### config.mk
export PLATFORM = sky130hd
export DESIGN_NAME = edo_dram_ctrl
export DESIGN_NICKNAME = d
export VERILOG_FILES = /design/src/rtl/edo_pkg.sv /design/src/rtl/edo_age_ctr.sv /design/src/rtl/edo_ref_timer.sv /design/src/rtl/edo_addr_map.sv /design/src/rtl/edo_dram_ctrl.sv
export SDC_FILE = /design/constraint.sdc
export NUM_CORES = 1
export LEC_CHECK = 0
export ABC_CLOCK_PERIOD_IN_PS = 4920
export BUFFER_PORTS_ARGS = -buffer_cell sky130_fd_sc_hd__buf_2
export CORE_ASPECT_RATIO = 2
export CORE_MARGIN = 5
export CORE_UTILIZATION = 25
export DETAILED_ROUTE_END_ITERATION = 6
export GPL_TIMING_DRIVEN = 0
export PLACE_DENSITY = 0.5
export SLEW_MARGIN = 20
export SYNTH_ARGS = -nofsm -noshare
export SYNTH_HDL_FRONTEND = slang
export SYNTH_SLANG_ARGS = --single-unit
### constraint.sdc
create_clock -name clk -period 4.92 [get_ports clk]
set_input_delay 0 -clock clk [delete_from_list [all_inputs] [get_ports clk]]
set_output_delay 0 -clock clk [all_outputs]
set_load 0.005 [all_outputs]
### src/rtl/edo_pkg.sv
package edo_pkg;
  localparam int HOST_AW = 22;
  localparam int DQ_W    = 4;
  localparam int PIN_W   = 12;

  typedef enum logic [2:0] {
    ST_IDLE,
    ST_RCD,
    ST_COL,
    ST_CAS,
    ST_OPEN,
    ST_REFC,
    ST_REFR
  } edo_state_e;

  typedef struct packed {
    logic               wr;
    logic [HOST_AW-1:0] addr;
    logic [DQ_W-1:0]    wdata;
  } edo_req_t;
endpackage

### src/rtl/edo_age_ctr.sv
// Saturating count of cycles since the last start pulse; saturated out of reset.
module edo_age_ctr #(
  parameter int CNT_W = 8
) (
  input  logic             clk,
  input  logic             rst_n,
  input  logic             start,
  output logic [CNT_W-1:0] age
);
  localparam logic [CNT_W-1:0] AGE_MAX = '1;

  logic [CNT_W-1:0] age_d;

  always_comb begin
    if (start)               age_d = CNT_W'(1);
    else if (age != AGE_MAX) age_d = age + CNT_W'(1);
    else                     age_d = age;
  end

  always_ff @(posedge clk or negedge rst_n) begin
    if (!rst_n) age <= AGE_MAX;
    else        age <= age_d;
  end
endmodule

### src/rtl/edo_ref_timer.sv
// Refresh interval timer, pending flag and power-up refresh burst.
module edo_ref_timer #(
  parameter int INTERVAL  = 3125,
  parameter int INIT_REFS = 8
) (
  input  logic clk,
  input  logic rst_n,
  input  logic ref_done,
  output logic ref_need,
  output logic init_busy
);
  localparam int TW = (INTERVAL > 1) ? $clog2(INTERVAL) : 1;
  localparam int IW = $clog2(INIT_REFS + 1);

  logic [TW-1:0] tick_cnt, tick_cnt_d;
  logic [IW-1:0] init_left, init_left_d;
  logic          due, due_d, tick;

  assign tick      = (tick_cnt == '0);
  assign init_busy = (init_left != '0);
  assign ref_need  = due | init_busy;

  always_comb begin
    tick_cnt_d  = tick ? TW'(INTERVAL - 1) : tick_cnt - TW'(1);
    init_left_d = init_left;
    due_d       = due;
    if (ref_done) begin
      if (init_busy) init_left_d = init_left - IW'(1);
      else           due_d       = 1'b0;
    end
    if (tick) due_d = 1'b1;
  end

  always_ff @(posedge clk or negedge rst_n) begin
    if (!rst_n) begin
      tick_cnt  <= TW'(INTERVAL - 1);
      init_left <= IW'(INIT_REFS);
      due       <= 1'b0;
    end else begin
      tick_cnt  <= tick_cnt_d;
      init_left <= init_left_d;
      due       <= due_d;
    end
  end
endmodule

### src/rtl/edo_addr_map.sv
// Splits a host word address into row and column pin values.
module edo_addr_map
  import edo_pkg::*;
#(
  parameter bit ROW4K = 1'b1
) (
  input  logic [HOST_AW-1:0] addr,
  output logic [PIN_W-1:0]   row_pins,
  output logic [PIN_W-1:0]   col_pins
);
  generate
    if (ROW4K) begin : g_4k
      assign row_pins = addr[21:10];
      assign col_pins = {2'b00, addr[9:0]};
    end else begin : g_2k
      assign row_pins = {1'b0, addr[21:11]};
      assign col_pins = {1'b0, addr[10:0]};
    end
  endgenerate
endmodule

### src/rtl/edo_dram_ctrl.sv
module edo_dram_ctrl
  import edo_pkg::*;
#(
  parameter bit ROW4K     = 1'b1,
  parameter int CLK_MHZ   = 200,
  parameter int RC_CYC    = 17,
  parameter int RP_CYC    = 6,
  parameter int RCD_CYC   = 4,
  parameter int RAC_CYC   = 10,
  parameter int CAC_CYC   = 3,
  parameter int HPC_CYC   = 4,
  parameter int CSR_CYC   = 2,
  parameter int RAS_CYC   = 10,
  parameter int INIT_REFS = 8,
  parameter int CNT_W     = 8
) (
  input  logic               clk,
  input  logic               rst_n,
  input  logic               req_valid,
  output logic               req_ready,
  input  logic [21:0]        req_addr,
  input  logic               req_wr,
  input  logic [3:0]         req_wdata,
  output logic               rsp_valid,
  output logic [3:0]         rsp_rdata,
  output logic [11:0]        mem_addr,
  output logic               mem_ras_n,
  output logic               mem_cas_n,
  output logic               mem_we_n,
  output logic               mem_oe_n,
  input  logic [3:0]         mem_dq_in,
  output logic [3:0]         mem_dq_out,
  output logic               mem_dq_oe
);
  localparam int REF_INTERVAL = CLK_MHZ * 15625 / 1000;
  localparam int ROW_W        = ROW4K ? 12 : 11;
  localparam logic [CNT_W-1:0] T_RC  = CNT_W'(RC_CYC);
  localparam logic [CNT_W-1:0] T_RP  = CNT_W'(RP_CYC);
  localparam logic [CNT_W-1:0] T_RCD = CNT_W'(RCD_CYC);
  localparam logic [CNT_W-1:0] T_RAC = CNT_W'(RAC_CYC);
  localparam logic [CNT_W-1:0] T_CAC = CNT_W'(CAC_CYC);
  localparam logic [CNT_W-1:0] T_HPC = CNT_W'(HPC_CYC);
  localparam logic [CNT_W-1:0] T_CSR = CNT_W'(CSR_CYC);
  localparam logic [CNT_W-1:0] T_RAS = CNT_W'(RAS_CYC);

  // reset: asynchronous assertion, synchronous release
  logic rs_meta, rs_sync;
  always_ff @(posedge clk or negedge rst_n) begin
    if (!rst_n) begin
      rs_meta <= 1'b0;
      rs_sync <= 1'b0;
    end else begin
      rs_meta <= 1'b1;
      rs_sync <= rs_meta;
    end
  end

  edo_state_e       st_q, st_d;
  edo_req_t         cur_q, cur_d, new_req;
  logic             held_q, held_d;
  logic             ras_n_q, cas_n_q, we_n_q, oe_n_q, dq_oe_q;
  logic             ras_n_d, cas_n_d, we_n_d, oe_n_d, dq_oe_d;
  logic [PIN_W-1:0] addr_q, addr_d, row_pins, col_pins;
  logic [3:0]       rdata_q, rdata_d;
  logic             rvalid_q, cap;
  logic             ref_need, init_busy, ref_done;
  logic [CNT_W-1:0] ras_age, rp_age, cas_age;
  logic             ras_fall, ras_rise, cas_fall;
  logic             timing_ok, same_row, ready;

  assign new_req = '{wr: req_wr, addr: req_addr, wdata: req_wdata};

  edo_ref_timer #(.INTERVAL(REF_INTERVAL), .INIT_REFS(INIT_REFS)) u_timer (
    .clk(clk), .rst_n(rs_sync), .ref_done(ref_done),
    .ref_need(ref_need), .init_busy(init_busy)
  );

  edo_addr_map #(.ROW4K(ROW4K)) u_map (
    .addr(cur_d.addr), .row_pins(row_pins), .col_pins(col_pins)
  );

  assign ras_fall = !ras_n_d &&  ras_n_q;
  assign ras_rise =  ras_n_d && !ras_n_q;
  assign cas_fall = !cas_n_d &&  cas_n_q;

  edo_age_ctr #(.CNT_W(CNT_W)) u_ras_age (.clk(clk), .rst_n(rs_sync), .start(ras_fall), .age(ras_age));
  edo_age_ctr #(.CNT_W(CNT_W)) u_rp_age  (.clk(clk), .rst_n(rs_sync), .start(ras_rise), .age(rp_age));
  edo_age_ctr #(.CNT_W(CNT_W)) u_cas_age (.clk(clk), .rst_n(rs_sync), .start(cas_fall), .age(cas_age));

  assign timing_ok = (ras_age >= T_RC) && (rp_age >= T_RP);
  assign same_row  = (req_addr[HOST_AW-1 -: ROW_W] == cur_q.addr[HOST_AW-1 -: ROW_W]);

  always_comb begin
    ready = 1'b0;
    if (st_q == ST_IDLE)
      ready = !ref_need && !held_q && timing_ok;
    else if (st_q == ST_OPEN)
      ready = !ref_need && (cas_age >= T_HPC - CNT_W'(1)) && (ras_age >= T_RAS);
  end

  // next-state process
  always_comb begin
    st_d     = st_q;
    cur_d    = cur_q;
    held_d   = held_q;
    cap      = 1'b0;
    ref_done = 1'b0;
    case (st_q)
      ST_IDLE: begin
        if (ref_need && timing_ok) st_d = ST_REFC;
        else if (held_q && timing_ok) begin
          st_d   = ST_RCD;
          held_d = 1'b0;
        end else if (req_valid && ready) begin
          cur_d = new_req;
          st_d  = ST_RCD;
        end
      end
      ST_RCD:  if (ras_age >= T_RCD) st_d = ST_COL;
      ST_COL:  st_d = ST_CAS;
      ST_CAS: begin
        if ((cas_age >= T_CAC) && (cur_q.wr || ras_age >= T_RAC)) begin
          st_d = ST_OPEN;
          cap  = !cur_q.wr;
        end
      end
      ST_OPEN: begin
        if (ref_need) begin
          if (ras_age >= T_RAS) st_d = ST_IDLE;
        end else if (req_valid && ready) begin
          cur_d = new_req;
          if (same_row) st_d = ST_COL;
          else begin
            st_d   = ST_IDLE;
            held_d = 1'b1;
          end
        end
      end
      ST_REFC: if (cas_age >= T_CSR) st_d = ST_REFR;
      ST_REFR: begin
        if (ras_age >= T_RAS) begin
          st_d     = ST_IDLE;
          ref_done = 1'b1;
        end
      end
      default: st_d = ST_IDLE;
    endcase
  end

  // pin values follow the next state so that every pin is a flop output
  always_comb begin
    ras_n_d = !(st_d inside {ST_RCD, ST_COL, ST_CAS, ST_OPEN, ST_REFR});
    cas_n_d = !(st_d inside {ST_CAS, ST_REFC, ST_REFR});
    we_n_d  = !((st_d inside {ST_COL, ST_CAS}) && cur_d.wr);
    oe_n_d  = !((st_d == ST_CAS) && !cur_d.wr);
    dq_oe_d = (st_d inside {ST_COL, ST_CAS}) && cur_d.wr;
    if (st_d == ST_RCD)                      addr_d = row_pins;
    else if (st_d inside {ST_COL, ST_CAS})   addr_d = col_pins;
    else                                     addr_d = '0;
    rdata_d = cap ? mem_dq_in : rdata_q;
  end

  // register process
  always_ff @(posedge clk or negedge rs_sync) begin
    if (!rs_sync) begin
      st_q     <= ST_IDLE;
      cur_q    <= '0;
      held_q   <= 1'b0;
      ras_n_q  <= 1'b1;
      cas_n_q  <= 1'b1;
      we_n_q   <= 1'b1;
      oe_n_q   <= 1'b1;
      dq_oe_q  <= 1'b0;
      addr_q   <= '0;
      rdata_q  <= '0;
      rvalid_q <= 1'b0;
    end else begin
      st_q     <= st_d;
      cur_q    <= cur_d;
      held_q   <= held_d;
      ras_n_q  <= ras_n_d;
      cas_n_q  <= cas_n_d;
      we_n_q   <= we_n_d;
      oe_n_q   <= oe_n_d;
      dq_oe_q  <= dq_oe_d;
      addr_q   <= addr_d;
      rdata_q  <= rdata_d;
      rvalid_q <= cap;
    end
  end

  assign req_ready  = ready;
  assign rsp_valid  = rvalid_q;
  assign rsp_rdata  = rdata_q;
  assign mem_addr   = addr_q;
  assign mem_ras_n  = ras_n_q;
  assign mem_cas_n  = cas_n_q;
  assign mem_we_n   = we_n_q;
  assign mem_oe_n   = oe_n_q;
  assign mem_dq_out = cur_q.wdata;
  assign mem_dq_oe  = dq_oe_q;

  // ---------------- assertions ----------------
  p_init_hold_r2: assert property (@(posedge clk) disable iff (!rs_sync)
    init_busy |-> !req_ready);

  p_rvalid_edge_r4: assert property (@(posedge clk) disable iff (!rs_sync)
    rsp_valid |-> ($rose(mem_cas_n) && !mem_ras_n));

  p_early_write_r5: assert property (@(posedge clk) disable iff (!rs_sync)
    ($fell(mem_cas_n) && !mem_we_n) |-> ($past(!mem_we_n) && mem_dq_oe && mem_oe_n));

  p_page_spacing_r6: assert property (@(posedge clk) disable iff (!rs_sync)
    (cas_fall && !ras_n_q) |-> (cas_age >= T_HPC));

  p_row_cycle_r7: assert property (@(posedge clk) disable iff (!rs_sync)
    ras_fall |-> ((ras_age >= T_RC) && (rp_age >= T_RP)));

  p_cbr_order_r8: assert property (@(posedge clk) disable iff (!rs_sync)
    ($fell(mem_ras_n) && !mem_cas_n) |-> $past(!mem_cas_n));

  p_busy_ready_r10: assert property (@(posedge clk) disable iff (!rs_sync)
    (st_q inside {ST_REFC, ST_REFR}) |-> !req_ready);

  p_bus_exclusive_r5: assert property (@(posedge clk) disable iff (!rs_sync)
    mem_dq_oe |-> mem_oe_n);
endmodule

==> run metrics <==
MaxCap Viol Count=0; CP Capture Type=flop; Synth cell types=63; DRT iter0 DRCs=176; synthesized net count=480; cell family with most CP delay=simple AND/OR/NAND/NOR gates; Area Overhead vs Synth=26.84%; worst reg-to-reg setup slack=1.80 ns; cts repair resizes=0; CP max-delay cell=dfstp_2; crit path from=u_ras_age.age[1]; RSZ-0062 raised after global routing=false; Detailed Place HPWL=8245 microns; DIE HEIGHT=206.6 microns; Longest Clk Path Bufs=2; first-pass GRT wire length=18590 microns; Via-to-Cell Ratio=4.461; sequential area share after synthesis=50.58%; Syn Area/Cell=11.14 sq um; Final Slew Violations=0; Final period util=63.48%; Setup Viol. Count Final=0; R2R Path Start=u_ras_age.age[1]; CP Depth=11; Min-Delay Path Depth=5; antenna-violating nets left=0; final setup TNS=0 ns; multi-input logic area=0.002181 sq mm; Port Buffers=60; register area=0.002449 sq mm; Worst Hold Class=input pin to flop; Async SR Flop Fraction=100.0%; Design Power=1.593 mW; Core Area=0.01919 sq mm; Die ar.=0.02238 sq mm; crit path buf inv count=3; routed via count=3582; CTS Buf Count=9; TritonCTS sink count=96; largest fanout on the critical path=10; clock skew=0.01244 ns; share of post-route cells with drive strength above 1=32.35%; die width=108.3 microns; crit-path cells=inv_1, ha_1, or4b_1, a2111o_1, nand2_1, o21a_4, buf_12, buf_12, mux2_4, nand3_1, nand2_1; Final Instance Area=0.006131 sq mm; # diodes=0; IO Pins=61; Net count, final=585; fillers=1932; H-tree depth=3; Tmin final=3.123 ns; CTS root buffer=clkbuf_16; Post-synth EDFFs=0; CP max stage delay=0.55 ns; routed length per instance=14.09 microns; Peak VDD IR=0.1244 mV; fmax=320.2 MHz; pwr dens=259.9 mW/mm^2; ys flop type=dfrtp_1; LEAKAGE=2.855 nW; DRC viols=0; Clk pin slew, worst setup/hold paths=0.07 ns; Worst R2R Path Depth=11; vias in the first global route=3819; TritonCTS clock tree=built; Hold Fails Final Rpt=0; router iterations before antenna repair=4; clk_lat worst skew=0.36 ns; Global Route Usage Sum=10.62%; Rel. slew slack=56.61%; routability congestion estimate=0.7624; Remaining Overflow, GRT=0; critical path data required time=5.16 ns; Finished Core Util=31.95%; critical path class=flop to flop; arrival time at the worst endpoint=3.36 ns; initial antenna violation count=0; final wirelength=11320 microns; largest net degree at the start of global routing=49; Starting Density=25.19%; Synth Register Bits=96; row count=72; outcome=completed; worst hold path startpoint=req_valid; synth warn=0; slew of the pin with the lowest slew margin=0.6509 ns; placed inst area=0.005489 sq mm; synthesized instance count=434; CP Launch Type=flop; Synth Cell Area=0.004833 sq mm
## where the power goes
group          switching, mW  total (mW)  leakage [nW]  internal (mW)
sequential           0.00868       0.801          1.17          0.793
combinational         0.0226      0.0557          1.53         0.0331
clock                  0.330       0.736         0.150          0.406
total                  0.362        1.59          2.85           1.23
## synthesized netlist by cell type, types with 2 or more instances
cell type	count	area (sq um)
nor4_1	11	68.82
dfstp_2	34	893.4
or4b_1	2	20.02
o21ai_0	19	95.09
nand3b_1	3	22.52
xnor2_1	11	96.34
o21a_1	3	22.52
nand3_1	42	210.2
mux2i_1	3	30.03
a21oi_4	2	32.53
nand2_1	40	150.1
a21oi_1	6	30.03
nor3b_1	2	15.01
o31ai_1	4	30.03
mux2_2	13	146.4
or3_1	4	25.02
nor3_1	7	35.03
or4_1	4	30.03
nor2b_1	4	25.02
buf_4	4	30.03
inv_1	18	67.56
ha_1	12	150.1
dfrtp_1	62	1551
buf_12	3	60.06
o221a_1	3	33.78
xor2_1	16	140.1
buf_2	7	35.03
nand2b_1	5	31.28
nor2_1	32	120.1
nand4_1	5	31.28
and3_1	7	43.79
mux2_4	15	225.2
## layout make-up
cell class | instances | area share, %
inverter | 18 | 1.102
buffer | 16 | 2.286
timing repair buffer | 94 | 10.73
multi-input combinational | 304 | 35.57
sequential | 96 | 39.94
tap | 259 | 5.286
clock buffer | 9 | 3.673
clock inverter | 7 | 1.408
## routing by layer
metal | wire [microns] | track usage (%) | vias up
met2 | 6476 | 20.28 | 56
li1 | - | - | 1739
met5 | 0 | 0 | -
met4 | 455 | 6.546 | 0
met1 | 4080 | 10.43 | 1759
met3 | 303 | 1.681 | 28
## layout by cell type (no fill, tap or decap), types with 4 or more instances in the layout
master         count
o21ai_0           19
and3_1             7
nand2b_1           5
or4_1              4
or3_1              4
o31ai_1            4
xnor2_1           11
xor2_1            16
nor2b_1            4
nand3_1           42
buf_4              4
mux2_4            15
a21oi_1            6
inv_1             18
dfstp_2           34
nor4_1            11
buf_2             67
nand2_1           40
dfrtp_1           61
mux2_2            13
nor3_1             7
clkbuf_16          9
ha_1              12
nand4_1            5
nor2_1            32
dlygate4sd3_1     33
## logic make-up after synthesis
| logic type | after synthesis | share of synthesized area [%] |
|---|---|---|
| buffers and inverters | 34 | 4.297 |
| muxes | 31 | 8.310 |
| and+or+nand+nor | 181 | 19.83 |
| AOI/OAI and AO/OA | 52 | 8.905 |
| xor gates and xnor gates | 27 | 4.892 |
| other | 1 | 0.07759 |
| adders and majority gates | 12 | 3.106 |
| DFF | 96 | 50.58 |
## worst reg2reg max path, stage by stage, from the launching register on
cell	delay, ns
dfstp_2	0.55
inv_1	0.09
ha_1	0.19
or4b_1	0.54
a2111o_1	0.47
nand2_1	0.21
o21a_4	0.20
buf_12	0.15
buf_12	0.15
mux2_4	0.31
nand3_1	0.09
nand2_1	0.06
## timing repair
| item | CTS | global route |
|---|---|---|
| buffers inserted | 0 | 0 |
| hold buffers | 33 | 0 |
| endpoints found under the hold margin | 34 | 0 |
| setup endpoints to repair | 0 | 0 |
## metrics by stage
stage	setup WS [ns]	cells	hold slack [ns]
final	1.797	803	0.2384
after global routing	1.659	803	0.2530
after CTS	1.757	803	0.2353
after detailed placement	1.778	754	-0.2088
after global placement	0.9544	753	-0.2150
after floorplan	2.101	434	-0.2956
## final timing paths
kind	to
max	mem_addr[5]
min reg2reg	mem_dq_out[3]
max reg2reg	mem_addr[5]
min in group asynchronous	mem_dq_out[3]
min	mem_cas_n
max in group asynchronous	u_timer.tick_cnt[4]
## registers in the layout (all words and copies together) (netlist names)
signal / count
st_q: 3
mem_oe_n: 1
u_timer.init_left: 4
mem_addr: 12
mem_dq_oe: 1
u_rp_age.age: 8
cur_q: 23
u_cas_age.age: 8
rsp_rdata: 4
mem_dq_out: 4
rsp_valid: 1
u_timer.due: 1
u_ras_age.age: 8
rs_sync: 1
mem_cas_n: 1
mem_ras_n: 1
held_q: 1
u_timer.tick_cnt: 12
rs_meta: 1
mem_we_n: 1
Note: power is estimated with default switching activity, not from simulation.
